File: src/rtl/tracktab_pkg.sv
package tracktab_pkg;
    parameter int LANES        = 4;
    parameter int DEPTH        = 2;
    parameter int OLD_ID_W     = 4;
    parameter int NEW_IDS      = 4;
    parameter int ADDR_W       = 16;
    parameter int SIZE_W       = 2;
    parameter int WORD_LOG     = 2;
    parameter int MAX_COAL_LOG = 4;

    localparam int SLOTS     = LANES * DEPTH;
    localparam int NEW_ID_W  = (NEW_IDS > 1) ? $clog2(NEW_IDS) : 1;
    localparam int WORD_BITS = 8 << WORD_LOG;
    localparam int BEAT_BITS = 8 << MAX_COAL_LOG;
    localparam int OFF_W     = MAX_COAL_LOG - WORD_LOG;

    typedef struct packed {
        logic                vld;
        logic [OLD_ID_W-1:0] old_id;
        logic [OFF_W-1:0]    off;
        logic [SIZE_W-1:0]   lsize;
        logic                op;
    } slot_t;

    typedef struct packed {
        logic                live;
        logic [NEW_ID_W-1:0] id;
        slot_t [SLOTS-1:0]   slots;
    } entry_t;

    // word index of an address inside one wide beat
    function automatic logic [OFF_W-1:0] word_offset(input logic [ADDR_W-1:0] addr);
        logic [ADDR_W-1:0] inbeat;
        inbeat = addr & ADDR_W'((1 << MAX_COAL_LOG) - 1);
        return OFF_W'(inbeat >> WORD_LOG);
    endfunction

    // pick one word of the beat and keep only the requested bytes
    function automatic logic [WORD_BITS-1:0] cut_chunk(
        input logic [BEAT_BITS-1:0] beat,
        input logic [OFF_W-1:0]     off,
        input logic [SIZE_W-1:0]    lsize
    );
        logic [WORD_BITS-1:0] word;
        logic [WORD_BITS-1:0] keep;
        word = beat[int'(off) * WORD_BITS +: WORD_BITS];
        if (int'(lsize) >= WORD_LOG)
            keep = '1;
        else
            keep = (WORD_BITS'(1) << (8 << lsize)) - WORD_BITS'(1);
        return word & keep;
    endfunction
endpackage

File: src/rtl/tracktab_entry_build.sv
module tracktab_entry_build
    import tracktab_pkg::*;
(
    input  logic [NEW_ID_W-1:0]       new_id,
    input  logic                      inv_valid,
    input  logic [SLOTS-1:0]          inv_bits,
    input  logic [SLOTS*OLD_ID_W-1:0] win_old_id,
    input  logic [SLOTS*ADDR_W-1:0]   win_addr,
    input  logic [SLOTS*SIZE_W-1:0]   win_size,
    input  logic [SLOTS-1:0]          win_op,
    output entry_t                    entry
);
    slot_t [SLOTS-1:0] slot_w;

    genvar s;
    generate
        for (s = 0; s < SLOTS; s++) begin : g_slot
            assign slot_w[s].vld    = inv_valid & inv_bits[s];
            assign slot_w[s].old_id = win_old_id[s*OLD_ID_W +: OLD_ID_W];
            assign slot_w[s].off    = word_offset(win_addr[s*ADDR_W +: ADDR_W]);
            assign slot_w[s].lsize  = win_size[s*SIZE_W +: SIZE_W];
            assign slot_w[s].op     = win_op[s];
        end
    endgenerate

    always_comb begin
        entry.live  = 1'b1;
        entry.id    = new_id;
        entry.slots = slot_w;
    end
endmodule

File: src/rtl/tracktab_store.sv
module tracktab_store
    import tracktab_pkg::*;
(
    input  logic                clk,
    input  logic                rst,
    input  logic                wr_en,
    input  entry_t              wr_entry,
    input  logic                rd_en,
    input  logic [NEW_ID_W-1:0] rd_id,
    output entry_t              rd_entry,
    output logic                rd_hit
);
    entry_t mem [NEW_IDS];

    always_ff @(posedge clk) begin
        if (rst) begin
            for (int i = 0; i < NEW_IDS; i++) mem[i] <= '0;
        end else begin
            if (rd_en && mem[rd_id].live) mem[rd_id].live <= 1'b0;
            if (wr_en) mem[wr_entry.id] <= wr_entry;
        end
    end

    assign rd_entry = mem[rd_id];
    assign rd_hit   = rd_en & rd_entry.live;

    // same ID written and looked up in one cycle is unsupported
    a_r6_no_collision: assert property (@(posedge clk) disable iff (rst)
        !(wr_en && rd_en && (wr_entry.id == rd_id)));

    // a hit frees the entry
    a_r10_freed: assert property (@(posedge clk) disable iff (rst)
        (rd_en && rd_entry.live && !(wr_en && wr_entry.id == rd_id))
        |=> !mem[$past(rd_id)].live);

    // a write lands under its own ID
    a_r7_write_lands: assert property (@(posedge clk) disable iff (rst)
        wr_en |=> (mem[$past(wr_entry.id)].live && mem[$past(wr_entry.id)].id == $past(wr_entry.id)));

    // a hit returns the entry stored for that ID
    a_r7_id_match: assert property (@(posedge clk) disable iff (rst)
        rd_hit |-> (rd_entry.id == rd_id));
endmodule

File: src/rtl/tracktab_slicer.sv
module tracktab_slicer
    import tracktab_pkg::*;
(
    input  logic [BEAT_BITS-1:0]       beat,
    input  entry_t                     entry,
    output logic [SLOTS*WORD_BITS-1:0] chunks
);
    genvar s;
    generate
        for (s = 0; s < SLOTS; s++) begin : g_cut
            assign chunks[s*WORD_BITS +: WORD_BITS] =
                cut_chunk(beat, entry.slots[s].off, entry.slots[s].lsize);
        end
    endgenerate
endmodule

File: src/rtl/tracktab_top.sv
module tracktab_top
    import tracktab_pkg::*;
(
    input  logic                       clk,
    input  logic                       rst,
    input  logic                       req_valid,
    output logic                       req_ready,
    input  logic [NEW_ID_W-1:0]        req_new_id,
    input  logic                       inv_valid,
    input  logic [SLOTS-1:0]           inv_bits,
    input  logic [SLOTS*OLD_ID_W-1:0]  win_old_id,
    input  logic [SLOTS*ADDR_W-1:0]    win_addr,
    input  logic [SLOTS*SIZE_W-1:0]    win_size,
    input  logic [SLOTS-1:0]           win_op,
    input  logic                       rsp_valid,
    output logic                       rsp_ready,
    input  logic [NEW_ID_W-1:0]        rsp_id,
    input  logic [BEAT_BITS-1:0]       rsp_data,
    output logic [SLOTS-1:0]           out_valid,
    output logic [SLOTS*OLD_ID_W-1:0]  out_old_id,
    output logic [SLOTS*WORD_BITS-1:0] out_data,
    output logic [SLOTS*SIZE_W-1:0]    out_size,
    output logic [SLOTS-1:0]           out_op,
    output logic                       miss_err
);
    entry_t                     new_entry;
    entry_t                     hit_entry;
    logic                       hit;
    logic [SLOTS*WORD_BITS-1:0] chunks;

    assign req_ready = 1'b1;
    assign rsp_ready = 1'b1;

    tracktab_entry_build u_build (
        .new_id     (req_new_id),
        .inv_valid  (inv_valid),
        .inv_bits   (inv_bits),
        .win_old_id (win_old_id),
        .win_addr   (win_addr),
        .win_size   (win_size),
        .win_op     (win_op),
        .entry      (new_entry)
    );

    tracktab_store u_store (
        .clk      (clk),
        .rst      (rst),
        .wr_en    (req_valid),
        .wr_entry (new_entry),
        .rd_en    (rsp_valid),
        .rd_id    (rsp_id),
        .rd_entry (hit_entry),
        .rd_hit   (hit)
    );

    tracktab_slicer u_slicer (
        .beat   (rsp_data),
        .entry  (hit_entry),
        .chunks (chunks)
    );

    always_ff @(posedge clk) begin
        if (rst) begin
            out_valid  <= '0;
            out_old_id <= '0;
            out_data   <= '0;
            out_size   <= '0;
            out_op     <= '0;
            miss_err   <= 1'b0;
        end else begin
            out_data <= chunks;
            for (int s = 0; s < SLOTS; s++) begin
                out_valid[s]                      <= hit & hit_entry.slots[s].vld;
                out_old_id[s*OLD_ID_W +: OLD_ID_W] <= hit_entry.slots[s].old_id;
                out_size[s*SIZE_W +: SIZE_W]       <= hit_entry.slots[s].lsize;
                out_op[s]                         <= hit_entry.slots[s].op;
            end
            if (rsp_valid && !hit_entry.live) miss_err <= 1'b1;
        end
    end

    // slot outputs only follow a lookup cycle
    a_r8_pulse: assert property (@(posedge clk) disable iff (rst)
        (|out_valid) |-> $past(rsp_valid));

    // a miss yields no slot outputs and raises the flag
    a_r11_miss_quiet: assert property (@(posedge clk) disable iff (rst)
        (rsp_valid && !hit) |=> (out_valid == '0 && miss_err));

    // the flag is sticky
    a_r11_sticky: assert property (@(posedge clk) disable iff (rst)
        (!$past(rst) && $past(miss_err)) |-> miss_err);

    // nothing comes out without a lookup in the previous cycle
    a_r5_idle_quiet: assert property (@(posedge clk) disable iff (rst)
        !rsp_valid |=> (out_valid == '0));
endmodule

File: config.mk
export PLATFORM = sky130hd
export DESIGN_NAME = tracktab_top
export DESIGN_NICKNAME = d
export VERILOG_FILES = /design/src/rtl/tracktab_pkg.sv /design/src/rtl/tracktab_entry_build.sv /design/src/rtl/tracktab_store.sv /design/src/rtl/tracktab_slicer.sv /design/src/rtl/tracktab_top.sv
export SDC_FILE = /design/constraint.sdc
export NUM_CORES = 1
export LEC_CHECK = 0
export ABC_AREA = 0
export BUFFER_PORTS_ARGS = -buffer_cell sky130_fd_sc_hd__buf_2
export CORE_MARGIN = 5
export CORE_UTILIZATION = 30
export CTS_BUF_LIST = sky130_fd_sc_hd__clkbuf_8
export CTS_CLUSTER_DIAMETER = 80
export DETAILED_ROUTE_END_ITERATION = 16
export GPL_TIMING_DRIVEN = 0
export PLACE_DENSITY = 0.6
export SYNTH_ARGS = -nofsm -noshare
export SYNTH_HDL_FRONTEND = slang
export SYNTH_SLANG_ARGS = --single-unit
File: constraint.sdc
create_clock -name clk -period 5.4 [get_ports clk]
set_input_delay 0.54 -clock clk [delete_from_list [all_inputs] [get_ports clk]]
set_output_delay 0.54 -clock clk [all_outputs]
set_load 0.005 [all_outputs]
==> metrics.md, run 1 <==
| Metric | Value |
|---|---|
| Met2 WL | ~58000 um |
| #FFs+latches synth | 645 |
| H-tree depth | 3 |
| CP Capture Type | register |
| Clock Sinks | about 650 |
| Leakage Power | between 15 and 20 nW |
| Area of the mapped netlist | between 0.02 and 0.03 mm^2 |
| DR vias/cell | 5.10 |
| Core area | 0.0980 mm^2 |
| CTS Root Cell | clkbuf_8 |
| Post-synth cell types | 30 |
| Area occupied by multi-input gates | between 0.01 and 0.015 mm^2 |
| Startpoint types | primary input |
| Status | complete, no violations |
| CTS buffer count | around 110 |
| Nets | roughly 3.3k |
| Hold Vio Cnt, Final | 0 |
| Period utilisation layout | a little over two thirds |
| Worst min-delay path category | primary input to register |
| Cells after Synth | approximately 2.4k |
| Clk slew on worst S/H paths | ~0.060 ns |
| Num rows | 115 |
| Reg-to-reg endpoint | out_data[249] |
| Clock tree buffer depth | 3 |
| Port bufs | between 400 and 500 |
| Launch point of the worst path | rst |
| CP max stage delay | around 0.74 ns |
| Slew headroom | between 20% and 30% |
| # Max-Cap Violations | 0 |
| Most used cell, CP | clkbuf_1 |
| Data arrival, critical path | 4.21 ns |
| Vias in the first global route | 22.5k |
| WL met3 | 10900 um |
| First-pass detailed-route iteration total | 5 |
| Die Ht | roughly 320 um |
| GPL Wtd Cong | 0.882 |
| Max stage delay cell, worst path | clkbuf_1 |
| End of the critical path | u_store.mem[2][48] |
| Layout cells sized above 1 | around 25% |
| Fmax achieved | roughly 260 MHz |
| Largest net degree at the start of global routing | 52 |
| Via count | between 20k and 25k |
| Die W | around 320 um |
| Syn avg cell area | 12.3 um^2 |
| Post-layout min period | between 3 and 4 ns |
| Area taken by flip-flops and latches | ~0.016 mm^2 |
| Worst IR Drop VDD | around 0.21 mV |
| Reg2reg start | u_store.mem[1][73] |
| Finished Layout Cells | roughly 4.4k |
| Initial antenna violation count | 30 |
| Post-CTS sizing | 0 |
| Power Dens Cells | 359 mW/mm^2 |
| Initial core utilization | a little under a third |
| Ys Warns | 0 |
| Max Used Layer | met5 |
| Data required time of the worst path | approximately 5.8 ns |
| Die ar. | approximately 0.10 mm^2 |
| GRT Util Overall | 22.7% |
| DRT antenna net count | 0 |
| CTS tree | yes |
| Worst Reg-to-Reg Cells | 5 |
| Pwr Total | 0.0131 W |
| Dpl cells | roughly 4k |
| GRT overflow | 0 |
| Total Routed Length | approximately 120000 um |
| RSZ-0062 raised after global routing | no |
| Crit path cell chain | buf_2, clkbuf_1, clkbuf_1, clkbuf_1, clkbuf_1, nand2b_4, buf_16 |
| Metal-1 WL | about 51000 um |
| Residual DRC count | 0 |
| Fillers | 9712 |
| TNS Setup | 0 ns |
| Worst-margin pin slew | 1.14 ns |
| Max-slew violation count | 0 |
| Area Growth Syn to Fin | 23.8% |
| Seq/Total Area, Yosys | 54.6% |
| DP HPWL | approximately 90000 um |
| Top fanout value on the critical path | 45 |
| Clk_lat worst skew | around 0.8 ns |
| I/O Pins | 652 |
| Worst setup path class | primary input to register |
| Final core area utilization | between 30 and 40% |
| DR WL/cell | between 20 and 30 um |
| WHS Path Cells | 2 |
| Final Setup Violations | 0 |
| First-pass GRT wire length | 170000 um |
| 1st-iter DRT viols | 1885 |
| R2R Setup Slk | about 2.4 ns |
| Clk_skew | just under 0.06 ns |
## layout make-up
class / instances / share of cell area (%)
diodes: 17 / 0.116
plain buffers: 289 / 3.87
clock buffers: 132 / 4.97
clock inverters: 77 / 1.90
inverters: 1 / 0.0103
multi-input cells: 1474 / 32.9
flip-flops and latches: 645 / 44.1
well taps: 1287 / 4.41
repair buffers: 478 / 7.72
## kinds of logic after synthesis
kind of cell / after synthesis / share of synthesized area [%]
AND/OR/NAND/NOR: 660 / 12.3
flip-flops: 645 / 54.6
multiplexers: 617 / 24.2
buffers and inverters: 290 / 4.80
AO/OA/AOI/OAI: 195 / 4.12
other: 1 / 0.0127
## registers in the layout, summed over array words and instances (netlist names)
name and count:
out_size 16, out_old_id 32, miss_err 1, u_store.mem 324, out_valid 8, out_data 256, out_op 8
## synthesized netlist by cell type (all sizes together)
cell | n | area (um^2)
mux4 | 73 | 1640
o22ai | 192 | 1200
nand2 | 158 | 593
and2 | 216 | 1350
dfxtp | 325 | 6510
mux2 | 8 | 90.1
mux2i | 536 | 5400
and3 | 137 | 857
nand3b | 4 | 30.0
edfxtp | 320 | 9610
nor3b | 1 | 7.51
inv | 1 | 3.75
o21ai | 2 | 10.0
and2b | 8 | 60.1
nor2b | 58 | 363
nand3 | 2 | 10.0
conb | 1 | 3.75
nand2b | 22 | 138
clkbuf | 101 | 379
nor2 | 51 | 196
or3 | 1 | 6.26
buf | 188 | 1030
nor3 | 1 | 5.00
a21oi | 1 | 5.00
or2 | 1 | 6.26
## what timing repair did
item	in CTS	in global routing
hold buffers	67	0
hold endpoints to repair	168	0
setup buffers	0	0
## through the flow
stage | hold slack [ns] | instance area (um^2) | setup slack (ns)
after global routing | 0.0424 | 36500 | 1.54
after floorplan | 0.446 | 29500 | 1.48
after global placement | 0.456 | 33200 | -2.04
after CTS | 0.00200 | 36500 | 1.77
final | 0.112 | 36500 | 1.62
after detailed placement | 0.456 | 33300 | 0.897
## worst min path at each step
stage                                    end  slack [ns]          startpoint
after floorplan           u_store.mem[1][82]        0.45  u_store.mem[1][82]
after global placement              miss_err        0.46            miss_err
after detailed placement            miss_err        0.46            miss_err
after CTS                 u_store.mem[3][53]       0.002        win_addr[82]
after global routing       u_store.mem[2][8]        0.04       win_old_id[3]
final                      u_store.mem[3][8]        0.11       win_old_id[3]
## placed cells by master (no fill, tap or decap), types with 73 or more instances in the layout
cell	instances
edfxtp_1	320
dfxtp_1	325
mux2i_1	528
buf_1	94
clkbuf_8	132
mux4_2	73
o22ai_1	192
nand2_1	158
and2_1	216
and3_1	137
buf_2	438
clkbuf_1	101
## critical path, delay by kind of cell
family | cells | cell delay, ns
buffers and inverters | 6 | 2.91
and+or+nand+nor | 1 | 0.68
## layer usage
| layer | track usage [%] | vias to the layer above |
|---|---|---|
| li1 | - | 9911 |
| met1 | 29.3 | 11200 |
| met2 | 37.0 | 1098 |
| met3 | 6.03 | 227 |
| met4 | 7.90 | 22 |
| met5 | 0 | - |
## report_power, final
group,total [W],switching [W],internal [W]
sequential,0.00573,0.000164,0.00556
combinational,0.00238,0.00144,0.000937
clock,0.00502,0.00223,0.00278
total,0.0131,0.00384,0.00928
Note: power is estimated with default switching activity, not from simulation.
==> inputs of run 2 (changes only) <==
--- a/config.mk
+++ b/config.mk
@@ -13,7 +13,7 @@
 export CTS_CLUSTER_DIAMETER = 80
 export DETAILED_ROUTE_END_ITERATION = 16
 export GPL_TIMING_DRIVEN = 0
-export PLACE_DENSITY = 0.6
+export PLACE_DENSITY = 0.62
 export SYNTH_ARGS = -nofsm -noshare
 export SYNTH_HDL_FRONTEND = slang
 export SYNTH_SLANG_ARGS = --single-unit
==> constraint.sdc (replaced) <==
create_clock -name clk -period 3.4 [get_ports clk]
set_input_delay 0.34 -clock clk [delete_from_list [all_inputs] [get_ports clk]]
set_output_delay 0.34 -clock clk [all_outputs]
set_load 0.005 [all_outputs]
==> run 2 against run 1 <==
Against the previous run: clock power up 60%; sequential cell count stayed put; register-to-register slack got worse by 2.0 ns; non-clock buffer count rose by 90; wire length decreased by 0.96%; total power up 60%; critical path depth fell by 1; critical endpoint is now out_data[27].
==> metrics.md, run 2 (synthesis gave the netlist of run 1 again) <==
| Metric | Value |
|---|---|
| Area Growth Syn to Fin | 27.0% |
| Top Registers | u_store.mem (324), out_data (256), out_old_id (32) |
| Worst Reg-to-Reg Cells | 6 (+1) |
| 1st-iter DRT viols | 2065 (+9.5%) |
| Seq pwr share | 43.4% (-0.3 points) |
| CP max stage delay | 0.81 ns (+0.07 ns) |
| CP Capture Type | register |
| Clk slew on worst S/H paths | 0.06 ns (about the same) |
| Total Routed Length | 123000 um (-0.96%) |
| Die ar. | 0.105 mm^2 (unchanged) |
| Initial core utilization | 30.1% (unchanged) |
| CTS buffer count | 114 (+0.88%) |
| Fillers | 9531 (-1.9%) |
| GRT Util Overall | 22.6% (-0.069 points) |
| Critical path's top delay family | buffers and inverters |
| Nets | 3422 (+2.7%) |
| Area occupied by multi-input gates | 0.0120 mm^2 (unchanged) |
| Min-Delay Endpoint | out_data[4] |
| Hold Vio Cnt, Final | 0 (unchanged) |
| Crit path cell chain | mux2i_1, mux2i_2, nand2_1, buf_2, o22ai_1, dlygate4sd3_1 |
| Worst setup path class | register to register |
| Reg-to-reg endpoint | out_data[27] |
| Sw frac | 28.9% (-0.31 points) |
| Data arrival, critical path | 3.73 ns (-0.48 ns) |
| Crit path buffers/inverters | 2 (-4) |
| GPL Wtd Cong | 0.873 (-1.0%) |
| Hold Crit Start | rsp_data[36] |
| Post-CTS sizing | 0 (unchanged) |
| Internal power | 0.0149 W (+61%) |
| First-pass detailed-route iteration total | 8 (+3) |
| Residual DRC count | 0 (unchanged) |
| Worst IR Drop VDD | 0.448 mV (+110%) |
| Number of setup buffers added after CTS | 0 (unchanged) |
| Final core area utilization | 38.2% (+0.97 points) |
| I/O Pins | 652 (unchanged) |
| Worst-margin pin slew | 1.15 ns (+0.0151 ns) |
| Comb pwr share | 18.3% (+0.2 points) |
| Reg2reg start | u_store.mem[3][3] |
| Startpoint types | register |
| Max reg flops | 324 (unchanged) |
| Vias in the first global route | 23.4k (+4.0%) |
| Data required time of the worst path | 4.08 ns (-1.75 ns) |
| DR vias/cell | 5.09 (-0.13%) |
| Placement Cell Area | 0.0333 mm^2 (about the same) |
| Port bufs | 406 (unchanged) |
| DRT antenna net count | 0 (unchanged) |
| # Max-Cap Violations | 0 (unchanged) |
| Finished Layout Cells | 4494 (+2.1%) |
| Clock tree buffer depth | 3 (unchanged) |
| Commonest non-fill, non-tap cell in the layout | mux2i_1 |
| Clock share of power | 38.3% (about the same) |
| Clk_lat worst skew | 0.78 ns (about the same) |
| Die Ht | 324 um (unchanged) |
| DR WL/cell | 27.3 um (-3.0%) |
| Post-layout min period | a little over 3 ns |
| Post-route design area | 0.0375 mm^2 (+2.6%) |
| CTS tree | yes |
| Leakage Power | 16.4 nW (+2.8%) |
| Status | complete, no violations |
| Final Setup Violations | 0 (unchanged) |
| Top fanout value on the critical path | 10 (-78%) |
| Biggest register | u_store.mem |
| WHS Path Cells | 3 (+1) |
| Area taken by flip-flops and latches | 0.0161 mm^2 (unchanged) |
| Net Sw Power | 0.00608 W (+58%) |
| Core area | 0.0980 mm^2 (unchanged) |
| Largest net degree at the start of global routing | 47 (-9.6%) |
| Max-slew violation count | 0 (unchanged) |
| Power Dens Cells | 561 mW/mm^2 (+56%) |
| Layout cells sized above 1 | 24.3% (-0.61 points) |
| First-pass GRT wire length | 170000 um (+0.37%) |
| DP HPWL | 88700 um (+1.2%) |
| Max stage delay cell, worst path | mux2i_2 |
| CTS Root Cell | clkbuf_8 |
| Clk_skew | 0.0436 ns (-0.0160 ns) |
| Worst min-delay path category | primary input to register |
| R2R Setup Slk | 0.35 ns (-2.00 ns) |
| Dpl cells | 4106 (-0.024%) |
| GRT overflow | 0 (unchanged) |
| Clock Sinks | 645 (unchanged) |
| Most frequent cells in the layout | mux2i_1, buf_2, dfxtp_1 |
| H-tree depth | 3 (unchanged) |
| RSZ-0062 raised after global routing | no |
| Period utilisation layout | approximately 90% |
| Initial antenna violation count | 24 (-20%) |
| Fmax achieved | around 330 MHz |
| Slew headroom | 22.8% (+0.21 points) |
| Num rows | 115 (unchanged) |
| Via count | 22.9k (+2.0%) |
| Die W | 324 um (unchanged) |
## run 2: stage by stage
step	TNS, ns	hold WS, ns	setup WS (ns)	total power (W)
floorplan	0	0.446	0.604	0.0112
CTS	0	0.00133	0.0629	0.0212
global route	0	0.0532	0.230	0.0218
finish	0	0.0894	0.348	0.0210
global placement	-564.86	0.458	-1.83	0.0129
detailed placement	-200.85	0.458	-0.808	0.0129
## run 2: final cells by class
cell class / count / share of cell area, %
Clock buffer: 140 / 5.14
Inverter: 1 / 0.0100
Buffer: 288 / 3.76
Tap cell: 1287 / 4.30
Antenna cell: 17 / 0.114
Sequential cell: 645 / 43.0
Clock inverter: 73 / 1.66
Timing Repair Buffer: 569 / 9.96
Multi-Input combinational cell: 1474 / 32.1
## run 2: power groups by stage
| stage | registers [W] | logic [W] | clock network (W) |
|---|---|---|---|
| 4_1_cts | 0.00913 | 0.00383 | 0.00823 |
| 5_1_grt | 0.00917 | 0.00407 | 0.00858 |
| 3_3_place_gp | 0.00930 | 0.00358 | 0 |
| 2_1_floorplan | 0.00920 | 0.00205 | 0 |
| 3_5_place_dp | 0.00929 | 0.00363 | 0 |
| 6_report | 0.00913 | 0.00384 | 0.00804 |
## run 2: how the worst max path moves through the flow
stage	startpoint	endpoint	slack [ns]	cells past startpoint
finish	u_store.mem[3][3]	out_data[27]	0.35	6
floorplan	rst	u_store.mem[0][0]	0.60	5
detailed placement	rst	u_store.mem[2][55]	-0.81	7
global route	u_store.mem[3][3]	out_data[27]	0.23	6
CTS	rst	u_store.mem[2][58]	0.06	7
global placement	rst	u_store.mem[2][46]	-1.83	6
## run 2: tightest hold or removal path, cell delays in order
cell and delay (ns):
buf_1 0.18, mux2i_1 0.18, o22ai_1 0.09
## run 2: timing repair
| item | in CTS | in global routing |
|---|---|---|
| setup endpoints to repair | 0 | 176 |
| hold buffers | 159 | 0 |
| endpoints found under the hold margin | 401 | 0 |
## run 2: layer usage
layer / part of all wire (%) / up-vias / track usage, %
met1: 40 / 11300 / 28.4
met4: 3.7 / 16 / 8.34
met2: 47 / 1171 / 37.9
li1: - / 10100 / -
met3: 8.6 / 246 / 5.63
met5: 0.084 / - / 0
